## config.mk

```make
export PLATFORM = sky130hd
export DESIGN_NAME = amc_top
export DESIGN_NICKNAME = d
export VERILOG_FILES = /design/src/rtl/amc_pkg.sv /design/src/rtl/amc_bank_sel.sv /design/src/rtl/amc_seq.sv /design/src/rtl/amc_top.sv
export SDC_FILE = /design/constraint.sdc
export NUM_CORES = 1
export LEC_CHECK = 0
export BUFFER_PORTS_ARGS = -buffer_cell sky130_fd_sc_hd__buf_2
export CORE_MARGIN = 10
export CORE_UTILIZATION = 52
export CTS_BUF_LIST = sky130_fd_sc_hd__clkbuf_4
export CTS_CLUSTER_SIZE = 8
export DETAILED_ROUTE_END_ITERATION = 10
export GPL_TIMING_DRIVEN = 0
export MAX_ROUTING_LAYER = met4
export PLACE_DENSITY = 0.83
export SYNTH_ARGS = -nofsm -noshare
export SYNTH_HDL_FRONTEND = slang
export SYNTH_SLANG_ARGS = --single-unit
```

## constraint.sdc

```tcl
create_clock -name clk -period 4.5 [get_ports clk]
set_clock_uncertainty 0.05 [all_clocks]
set_input_delay 0.9 -clock clk [delete_from_list [all_inputs] [get_ports clk]]
set_output_delay 0.9 -clock clk [all_outputs]
set_load 0.02 [all_outputs]
```

## src/rtl/amc_pkg.sv

```systemverilog
package amc_pkg;
  localparam int TF_W = 4;
  localparam int TIM_W = 3 * TF_W;

  typedef enum logic [2:0] {
    ST_IDLE,
    ST_ADDR,
    ST_SETUP,
    ST_STROBE,
    ST_HOLD,
    ST_TURN
  } amc_state_e;

  typedef struct packed {
    logic [TF_W-1:0] turn;
    logic [TF_W-1:0] dly;
    logic [TF_W-1:0] wst;
  } amc_tim_t;
endpackage

```

## src/rtl/amc_bank_sel.sv

```systemverilog
module amc_bank_sel
  import amc_pkg::*;
#(
  parameter int NBANK = 4,
  parameter int AW    = 28
) (
  input  logic [AW-1:0]          addr,
  input  logic                   is_wr,
  input  logic [NBANK*TIM_W-1:0] rd_tim_all,
  input  logic [NBANK*TIM_W-1:0] wr_tim_all,
  input  logic [NBANK-1:0]       wide_all,
  input  logic [NBANK-1:0]       mux_all,
  output logic [NBANK-1:0]       sel_oh,
  output amc_tim_t               tim,
  output logic                   wide,
  output logic                   mux
);
  localparam int BW  = $clog2(NBANK);
  localparam int LSB = AW - BW;

  logic [BW-1:0]    idx;
  logic [TIM_W-1:0] rd_set;
  logic [TIM_W-1:0] wr_set;

  assign idx = addr[LSB +: BW];

  genvar g;
  generate
    for (g = 0; g < NBANK; g++) begin : g_bank
      assign sel_oh[g] = (idx == BW'(g));
    end
  endgenerate

  assign rd_set = rd_tim_all[idx*TIM_W +: TIM_W];
  assign wr_set = wr_tim_all[idx*TIM_W +: TIM_W];
  assign tim    = is_wr ? amc_tim_t'(wr_set) : amc_tim_t'(rd_set);
  assign wide   = wide_all[idx];
  assign mux    = mux_all[idx];
endmodule

```

## src/rtl/amc_seq.sv

```systemverilog
module amc_seq
  import amc_pkg::*;
(
  input  logic       clk,
  input  logic       rst,
  input  logic       start,
  input  logic       is_wr,
  input  logic       mux,
  input  amc_tim_t   tim,
  output amc_state_e st_q,
  output amc_state_e st_n,
  output logic       strobe_last
);
  logic [TF_W-1:0] cnt_q, cnt_n;
  logic            wr_q;
  amc_tim_t        tim_q;
  logic            wr_e;
  amc_tim_t        tim_e;

  assign wr_e  = (st_q == ST_IDLE) ? is_wr : wr_q;
  assign tim_e = (st_q == ST_IDLE) ? tim : tim_q;
  assign strobe_last = (st_q == ST_STROBE) && (cnt_q == '0);

  always_comb begin
    st_n  = st_q;
    cnt_n = cnt_q;
    case (st_q)
      ST_IDLE: begin
        if (start) begin
          if (mux) begin
            st_n  = ST_ADDR;
            cnt_n = '0;
          end else if (tim_e.dly != '0) begin
            st_n  = ST_SETUP;
            cnt_n = tim_e.dly - 1'b1;
          end else begin
            st_n  = ST_STROBE;
            cnt_n = tim_e.wst;
          end
        end
      end
      ST_ADDR: begin
        if (tim_e.dly != '0) begin
          st_n  = ST_SETUP;
          cnt_n = tim_e.dly - 1'b1;
        end else begin
          st_n  = ST_STROBE;
          cnt_n = tim_e.wst;
        end
      end
      ST_SETUP: begin
        if (cnt_q == '0) begin
          st_n  = ST_STROBE;
          cnt_n = tim_e.wst;
        end else begin
          cnt_n = cnt_q - 1'b1;
        end
      end
      ST_STROBE: begin
        if (cnt_q != '0) begin
          cnt_n = cnt_q - 1'b1;
        end else if (wr_e) begin
          st_n = ST_HOLD;
        end else if (tim_e.turn != '0) begin
          st_n  = ST_TURN;
          cnt_n = tim_e.turn - 1'b1;
        end else begin
          st_n = ST_IDLE;
        end
      end
      ST_HOLD: begin
        if (tim_e.turn != '0) begin
          st_n  = ST_TURN;
          cnt_n = tim_e.turn - 1'b1;
        end else begin
          st_n = ST_IDLE;
        end
      end
      ST_TURN: begin
        if (cnt_q == '0) st_n = ST_IDLE;
        else             cnt_n = cnt_q - 1'b1;
      end
      default: st_n = ST_IDLE;
    endcase
  end

  always_ff @(posedge clk) begin
    if (rst) begin
      st_q  <= ST_IDLE;
      cnt_q <= '0;
      wr_q  <= 1'b0;
      tim_q <= '0;
    end else begin
      st_q  <= st_n;
      cnt_q <= cnt_n;
      if (start) begin
        wr_q  <= is_wr;
        tim_q <= tim;
      end
    end
  end
endmodule

```

## src/rtl/amc_top.sv

```systemverilog
module amc_top
  import amc_pkg::*;
#(
  parameter int NBANK = 4,
  parameter int AW    = 28,
  parameter int DW    = 16
) (
  input  logic                          clk,
  input  logic                          rst,
  input  logic                          req_valid,
  input  logic                          req_write,
  input  logic [AW-1:0]                 req_addr,
  input  logic [DW-1:0]                 req_wdata,
  output logic                          busy,
  output logic                          done,
  output logic [DW-1:0]                 rd_data,
  input  logic [NBANK*12-1:0]           cfg_rd_tim,
  input  logic [NBANK*12-1:0]           cfg_wr_tim,
  input  logic [NBANK-1:0]              cfg_wide,
  input  logic [NBANK-1:0]              cfg_mux,
  output logic [NBANK-1:0]              mem_cs_n,
  output logic [AW-$clog2(NBANK)-1:0]   mem_addr,
  output logic                          mem_adv_n,
  output logic                          mem_oe_n,
  output logic                          mem_we_n,
  output logic [DW-1:0]                 mem_dq_out,
  output logic                          mem_dq_oe,
  input  logic [DW-1:0]                 mem_dq_in
);
  localparam int BW  = $clog2(NBANK);
  localparam int MAW = AW - BW;
  localparam int HW  = DW / 2;

  logic [NBANK-1:0] sel_live, sel_q, sel_e;
  amc_tim_t         tim_live;
  logic             wide_live, mux_live, wide_q, wide_e;
  logic             wr_q, wr_e;
  logic [MAW-1:0]   maddr_live, maddr_q, maddr_e;
  logic [DW-1:0]    wdata_live, wdata_q, wdata_e;
  logic             start, strobe_last;
  amc_state_e       st_q, st_n;
  logic             cs_on;

  amc_bank_sel #(.NBANK(NBANK), .AW(AW)) u_sel (
    .addr       (req_addr),
    .is_wr      (req_write),
    .rd_tim_all (cfg_rd_tim),
    .wr_tim_all (cfg_wr_tim),
    .wide_all   (cfg_wide),
    .mux_all    (cfg_mux),
    .sel_oh     (sel_live),
    .tim        (tim_live),
    .wide       (wide_live),
    .mux        (mux_live)
  );

  assign start = req_valid && (st_q == ST_IDLE);

  amc_seq u_seq (
    .clk         (clk),
    .rst         (rst),
    .start       (start),
    .is_wr       (req_write),
    .mux         (mux_live),
    .tim         (tim_live),
    .st_q        (st_q),
    .st_n        (st_n),
    .strobe_last (strobe_last)
  );

  assign maddr_live = wide_live ? {1'b0, req_addr[MAW-1:1]} : req_addr[MAW-1:0];
  assign wdata_live = wide_live ? req_wdata : {{(DW-HW){1'b0}}, req_wdata[HW-1:0]};

  assign sel_e   = start ? sel_live   : sel_q;
  assign wr_e    = start ? req_write  : wr_q;
  assign wide_e  = start ? wide_live  : wide_q;
  assign maddr_e = start ? maddr_live : maddr_q;
  assign wdata_e = start ? wdata_live : wdata_q;
  assign cs_on   = (st_n != ST_IDLE) && (st_n != ST_TURN);

  always_ff @(posedge clk) begin
    if (rst) begin
      sel_q      <= '0;
      wr_q       <= 1'b0;
      wide_q     <= 1'b0;
      maddr_q    <= '0;
      wdata_q    <= '0;
      mem_cs_n   <= '1;
      mem_addr   <= '0;
      mem_adv_n  <= 1'b1;
      mem_oe_n   <= 1'b1;
      mem_we_n   <= 1'b1;
      mem_dq_out <= '0;
      mem_dq_oe  <= 1'b0;
      busy       <= 1'b0;
      done       <= 1'b0;
      rd_data    <= '0;
    end else begin
      if (start) begin
        sel_q   <= sel_live;
        wr_q    <= req_write;
        wide_q  <= wide_live;
        maddr_q <= maddr_live;
        wdata_q <= wdata_live;
      end
      mem_cs_n  <= cs_on ? ~sel_e : '1;
      if (st_n != ST_IDLE) mem_addr <= maddr_e;
      mem_adv_n <= !(st_n == ST_ADDR);
      mem_oe_n  <= !((st_n == ST_STROBE) && !wr_e);
      mem_we_n  <= !((st_n == ST_STROBE) && wr_e);
      mem_dq_oe <= (st_n == ST_ADDR) ||
                   (wr_e && ((st_n == ST_STROBE) || (st_n == ST_HOLD)));
      mem_dq_out <= (st_n == ST_ADDR) ? maddr_e[DW-1:0] : wdata_e;
      busy      <= (st_n != ST_IDLE);
      done      <= (st_q != ST_IDLE) && (st_n == ST_IDLE);
      if (strobe_last && !wr_q)
        rd_data <= wide_e ? mem_dq_in : {{(DW-HW){1'b0}}, mem_dq_in[HW-1:0]};
    end
  end
endmodule

```

==> impl_metrics.yaml, run 1 <==
synth:
  synthesis.nets: 913
  synth_common_cells: "dfxtp_1 (136), nand2_1 (91), nor2_1 (75)"
  seq_area_frac_synth_pct: 41.77
  synth.most_common_cell: "dfxtp_1"
  yosysUniqueCellTypes: 63
  yosysTopAreaCellShare_pct: 41.77
  synth-edff-count: 0
  ys_top_cells_by_area: "dfxtp_1 (42%), mux2i_1 (11%), nand2_1 (5.2%)"
  synth_top_flop_cell: "dfxtp_1"
  mappedNetlistArea_sq_um: 6518
  ys_async_sr_fraction_pct: 0
  yosysTopAreaCell: "dfxtp_1"
  synth_seq_cells: 136
  synth_cells: 742
  ys.warnings.count: 0
  syn_area_per_cell_sq_um: 8.784
floorplan:
  pin_count: 236
  dieHeight_um: 132.0
  die_w_um: 132.0
  core_area_sq_um: 12160
  start_util_pct: 53.59
  fp.dieArea_sq_um: 17410
  row_count: 40
timing:
  fin_crit_ns: 4.124
  fin_crit_sh_pct: 91.64
  hold_viol: 0
  finalSetupViolCount: 0
  setup-tns-final_ns: 0
  rsz0062_at_grt: "false"
  tightest_slew_ns: 0.9868
  hold_ws_ns: 0.4056
  max_freq_mhz: 242.5
  relSlewSlack_pct: 33.82
  drv_slew: 0
placement:
  dpl.hpwl_um: 16770
  place.gp.congestion: 0.9571
  dp.cells: 1142
  io_buffers: 232
  dpl_cell_area_sq_um: 7889
critical_path:
  crit_arrival_ns: 4.49
  crit_path_end_kind: "flop"
  cp.required_ns: 4.87
  cp_max_fo: 10
  startpoint_type: "primary input"
  critical_path_class: "primary input to flop"
drt:
  viasPerCell: 5.579
  ant_nets: 0
  wl_um: 21400
  drt-pass1-iter-count: 6
  drtIter0Drc: 580
  drc_errors: 0
  routed_wire_length_per_instance_um: 18.23
  vias: 6550
clock_tree:
  cts_resized: 0
  cts_hold_buf: 0
  cts_buffer_depth: 2
  cts_buffers: 17
  h-tree-depth: 4
  root_buffer: "clkbuf_4"
  cts_tree: "done"
  clkSlewWorstSetupHoldPaths_ns: 0.12
  cts_sinks: 136
  cts_setup_buffers: 0
  clk_latency_ns: 0.54
grt:
  antenna_found_initial: 0
  gr-usage-all-layers_pct: 24.16
  overflow: 0
  grt_max_degree: 17
  grt_pass1_wl_um: 33580
  grt_pass1_vias: 6499
status:
  status: "finished clean"
final_layout:
  utilization_pct: 66.95
  drive_gt1_share_pct: 30.32
  antenna_cells: 0
  design_area_sq_um: 8143
  nets: 1164
  syn_to_final_growth_pct: 24.94
  final_cells: 1174
flow_run:
  cap_violations: 0
pwr:
  ir_drop_uv: 287.4
  p_leak_nw: 3.656
  p_per_area_nw_per_um2: 539.4
min_path:
  hold_path.class: "flop to flop"
==> cells in the final DEF (no fill, tap or decap), types with 12 or more instances in the layout <==
master,Yosys,final
buf_2,14,246
dfxtp_1,136,136
nand2_1,91,91
nor2_1,75,75
mux2i_1,70,70
a21oi_1,52,52
clkbuf_1,31,31
a211oi_1,27,27
o21ai_0,26,26
nand3_1,24,24
nand2b_1,22,22
clkbuf_4,0,19
a22oi_1,16,16
inv_1,12,12
==> path summary, 6_finish.rpt <==
| kind | from | endpoint | slack (ns) | cells past startpoint |
|---|---|---|---|---|
| max | req_addr[26] | mem_addr[5] | 0.38 | 13 |
| min | rd_data[3] | rd_data[3] | 0.41 | 2 |
| max reg2reg | u_seq.st_q[0] | mem_addr[5] | 0.59 | 13 |
| min reg2reg | rd_data[3] | rd_data[3] | 0.41 | 2 |
==> where the power goes <==
part | switching (mW) | internal, mW
logic | 1.32 | 0.711
registers | 0.118 | 1.48
clock network | 0.431 | 0.328
total | 1.87 | 2.52
==> through the flow <==
step	setup slack [ns]	total power, mW
after floorplan	0.7946	3.002
after global routing	0.1283	4.665
after global placement	-0.03610	3.597
final	0.3764	4.393
after detailed placement	-0.1014	3.627
after CTS	0.4581	4.373
==> layout make-up <==
class | count | area, sq um
repair buffers | 232 | 1161
clock inverters | 13 | 111.4
well taps | 168 | 210.2
clock buffers | 19 | 142.6
plain buffers | 58 | 257.7
fillers | 1055 | 4019
multi-input cells | 536 | 3492
inverters | 12 | 45.04
flip-flops and latches | 136 | 2723
==> flip-flops by register name, indices dropped and copies added (netlist names), 3 cells and up <==
signal and count:
maddr_q 26, u_seq.st_q 3, u_seq.cnt_q 4, mem_addr 26, sel_q 4, mem_cs_n 4, rd_data 16, wdata_q 16
u_seq.tim_q 12, mem_dq_out 16
==> worst max-delay path, cell delays in order <==
cell       delay (ns)
buf_2            0.24
buf_2            0.31
nor2b_1          0.37
a22oi_1          0.14
a31oi_1          0.37
ha_1             0.36
nand2b_1         0.14
o311a_1          0.32
a2bb2oi_1        0.40
nand3_1          0.33
buf_2            0.33
mux2i_1          0.21
nor2_1           0.05
==> kinds of logic after synthesis <==
group / share of synthesized area [%]
xor gates and xnor gates: 0.1344
AOI/OAI and AO/OA: 18.64
buffers and inverters: 4.646
adders and majority gates: 0.5760
muxes: 15.07
and+or+nand+nor: 19.16
DFF: 41.77
==> per-layer routing <==
layer	wire length (um)	GRT usage [%]	up-vias
met5	0	-	-
met2	10600	39.34	254
met3	1370	5.640	34
met1	9040	29.39	3103
li1	-	-	3159
met4	394	6.366	0
(Power assumes the default switching activity.)
==> run 2: changes to the inputs <==
Settings changed: SYNTH_HIERARCHICAL set to 1.
==> run 2 against run 1 <==
  * Fmax shrank 3.1%
  * Sequential cell count is the same
  * Critical path type unchanged
  * Design area grew 2.0%
  * Via count shrank 10%
  * Sequential share of layout area shrank 0.66 points
  * Wire length shrank 6.9%
  * Critical path depth grew 3
  * Power shrank 4.0%
==> impl_metrics.yaml, run 2 <==
grt:
  grt_pass1_vias: 6064
  overflow: 0
  grt_max_degree: 17
  gr-usage-all-layers_pct: 22.30
  grt_pass1_wl_um: 31100
  antenna_found_initial: 1
timing:
  drv_slew: 0
  tightest_slew_ns: 0.8427
  relSlewSlack_pct: 43.56
  finalSetupViolCount: 0
  fin_crit_ns: 4.256
  max_freq_mhz: 235.0
  hold_viol: 0
  fin_crit_sh_pct: 94.57
  rsz0062_at_grt: "false"
  setup-tns-final_ns: 0
synth:
  synthAdderAreaFrac_pct: 0.5668
  yosys.area_share.simple_pct: 15.04
  ys_top_cells_by_area: "dfxtp_1 (41%), mux2i_1 (9.7%), mux4_1 (9.1%)"
  synth_top_family_by_area: "multiplexers"
  synth_common_cells: "dfxtp_1 (136), nor2_1 (68), mux2i_1 (64), nand2_1 (64), mux2_2 (40)"
  yosysTopAreaCell: "dfxtp_1"
  synth_mux_area_share_pct: 27.19
  synth_top_flop_cell: "dfxtp_1"
  synth_xor_area_share_pct: 0.5290
  yosysTopAreaCellShare_pct: 41.11
  ys_async_sr_fraction_pct: 0
  synth_cells: 633
  synthesis.nets: 804
  seq_area_frac_synth_pct: 41.11
  synth.most_common_cell: "dfxtp_1"
  synth_compound_area_share_pct: 10.62
  yosysUniqueCellTypes: 62
  synth_seq_cells: 136
  ys.warnings.count: 6
  synth-edff-count: 0
  mappedNetlistArea_sq_um: 6623
  syn_area_per_cell_sq_um: 10.46
final_layout:
  final_cell_mix: "buf_2 (242), dfxtp_1 (136), nor2_1 (68)"
  design_area_sq_um: 8307
  drive_gt1_share_pct: 38.75
  syn_to_final_growth_pct: 25.43
  nets: 1057
  final_common_cell: "buf_2"
  reg_top3: "maddr_q: 26 flops, mem_addr: 26 flops"
  utilization_pct: 66.09
status:
  status: "finished clean"
placement:
  io_buffers: 233
  place.gp.congestion: 0.8985
  dpl.hpwl_um: 15990
  dpl_cell_area_sq_um: 8004
clock_tree:
  cts_tree: "done"
  cts_buffer_depth: 2
  cts_hold_buf: 0
  cts_sinks: 136
  clk_latency_ns: 0.51
  cts_buffers: 17
  root_buffer: "clkbuf_4"
  h-tree-depth: 4
  clkSlewWorstSetupHoldPaths_ns: 0.12
flow_run:
  cap_violations: 0
drt:
  ant_nets: 0
  top_layer: "met4"
  wl_um: 19920
  viasPerCell: 5.478
  dr_wl_met2_um: 9994
  drt-pass1-iter-count: 5
  drc_errors: 0
  wl_met1_um: 7950
  vias: 5867
  routed_wire_length_per_instance_um: 18.60
  route.met3.wl_um: 1470
  drtIter0Drc: 457
min_path:
  whs_path_depth: 2
  hold_path.class: "flop to flop"
  holdPathEnd: "mem_addr[22]"
  min-delay-start: "mem_addr[22]"
floorplan:
  pin_count: 236
  start_util_pct: 52.69
  row_count: 41
  core_area_sq_um: 12570
  die_w_um: 132.9
  dieHeight_um: 132.9
  fp.dieArea_sq_um: 17650
pwr:
  ir_drop_uv: 192.3
  p_per_area_nw_per_um2: 507.7
  p_leak_nw: 3.821
critical_path:
  cpMostUsedCell: "o21ai_0"
  cp_num_buf_inv: 5
  reg2reg_depth: 13
  critical-path-top-delay-family: "multiplexers"
  crit_arrival_ns: 4.66
  critPathMaxStageDelay_ns: 0.57
  critical_path_class: "primary input to flop"
  cp_max_fo: 10
  cp_cell_sequence: "buf_2 -> buf_6 -> buf_6 -> mux4_1 -> mux2_2 -> mux2i_2 -> ha_2 -> nor3b_2 -> o21ai_0 -> o21ai_0 -> a221o_2 -> nor3_1 -> or2_2 -> clkbuf_1 -> clkbuf_2 -> o21ai_0"
  rr_endpoint: "mem_dq_out[14]"
  startpoint_type: "primary input"
  cpMaxStageDelayCell: "mux4_1"
  cp.required_ns: 4.90
  crit_path_end_kind: "flop"
  rrSetupSlack_ns: 0.57
  r2r_start: "u_seq/st_q[0]"
run 2: what timing repair did:
| action | in CTS | in global routing |
|---|---|---|
| setup buffers | 1 | 1 |
| gates resized for setup | 1 | 10 |
| endpoints found under the setup margin | 12 | 40 |
| pin swaps | 0 | 1 |
run 2: per-stage QoR:
step,cells,setup WS (ns),power [mW],hold slack (ns)
after CTS,1069,0.03626,4.205,0.4041
after global placement,1038,-0.7551,3.399,0.3809
after floorplan,633,0.3017,2.896,0.3812
after global routing,1071,0.01154,4.465,0.4302
final,1071,0.2445,4.217,0.4020
after detailed placement,1038,-0.7879,3.437,0.3881
run 2: tightest hold or removal path, delay by kind of cell (launching register included):
kind,cells,cell delay (ns)
compound gates,1,0.05
flops,1,0.32
simple gates,1,0.05
run 2: kinds of logic (layout without fill, tap and decap cells):
family	Yosys count	after routing
fa+ha+maj	3	3
xor+xnor	4	4
other cells	0	1
simple gates	198	198
flops	136	136
compound gates	106	106
mux	132	132
buf+inv	54	319
run 2: how the worst max path moves through the flow:
stage                    from              to  depth (start not counted)
floorplan           req_write  mem_dq_out[14]                         14
global placement    req_write   mem_dq_out[1]                         15
detailed placement  req_write  mem_dq_out[14]                         15
CTS                 req_write     mem_addr[6]                         16
global route        req_write     mem_addr[6]                         16
finish              req_write    mem_addr[19]                         16
run 2: metal layers:
metal  vias up  GRT usage (%)
met3        44          6.662
met1      2725          23.41
li1       2827              -
met2       271          39.07
met4         0          7.579
met5         -              -
run 2: layout make-up:
| type | count | area, sq um |
|---|---|---|
| sequential | 136 | 2723 |
| inverter | 8 | 37.54 |
| timing repair buffer | 235 | 1181 |
| tap | 172 | 215.2 |
| antenna | 1 | 2.502 |
| multi-input combinational | 443 | 3600 |
| buffer | 45 | 289.0 |
| clock buffer | 17 | 127.6 |
| clock inverter | 14 | 131.4 |
| fill | 1017 | 4262 |
run 2: report_power, final:
part	leakage (nW)	internal [mW]	switching [mW]
clock network	0.138	0.320	0.434
logic	2.57	0.797	1.08
registers	1.11	1.45	0.130
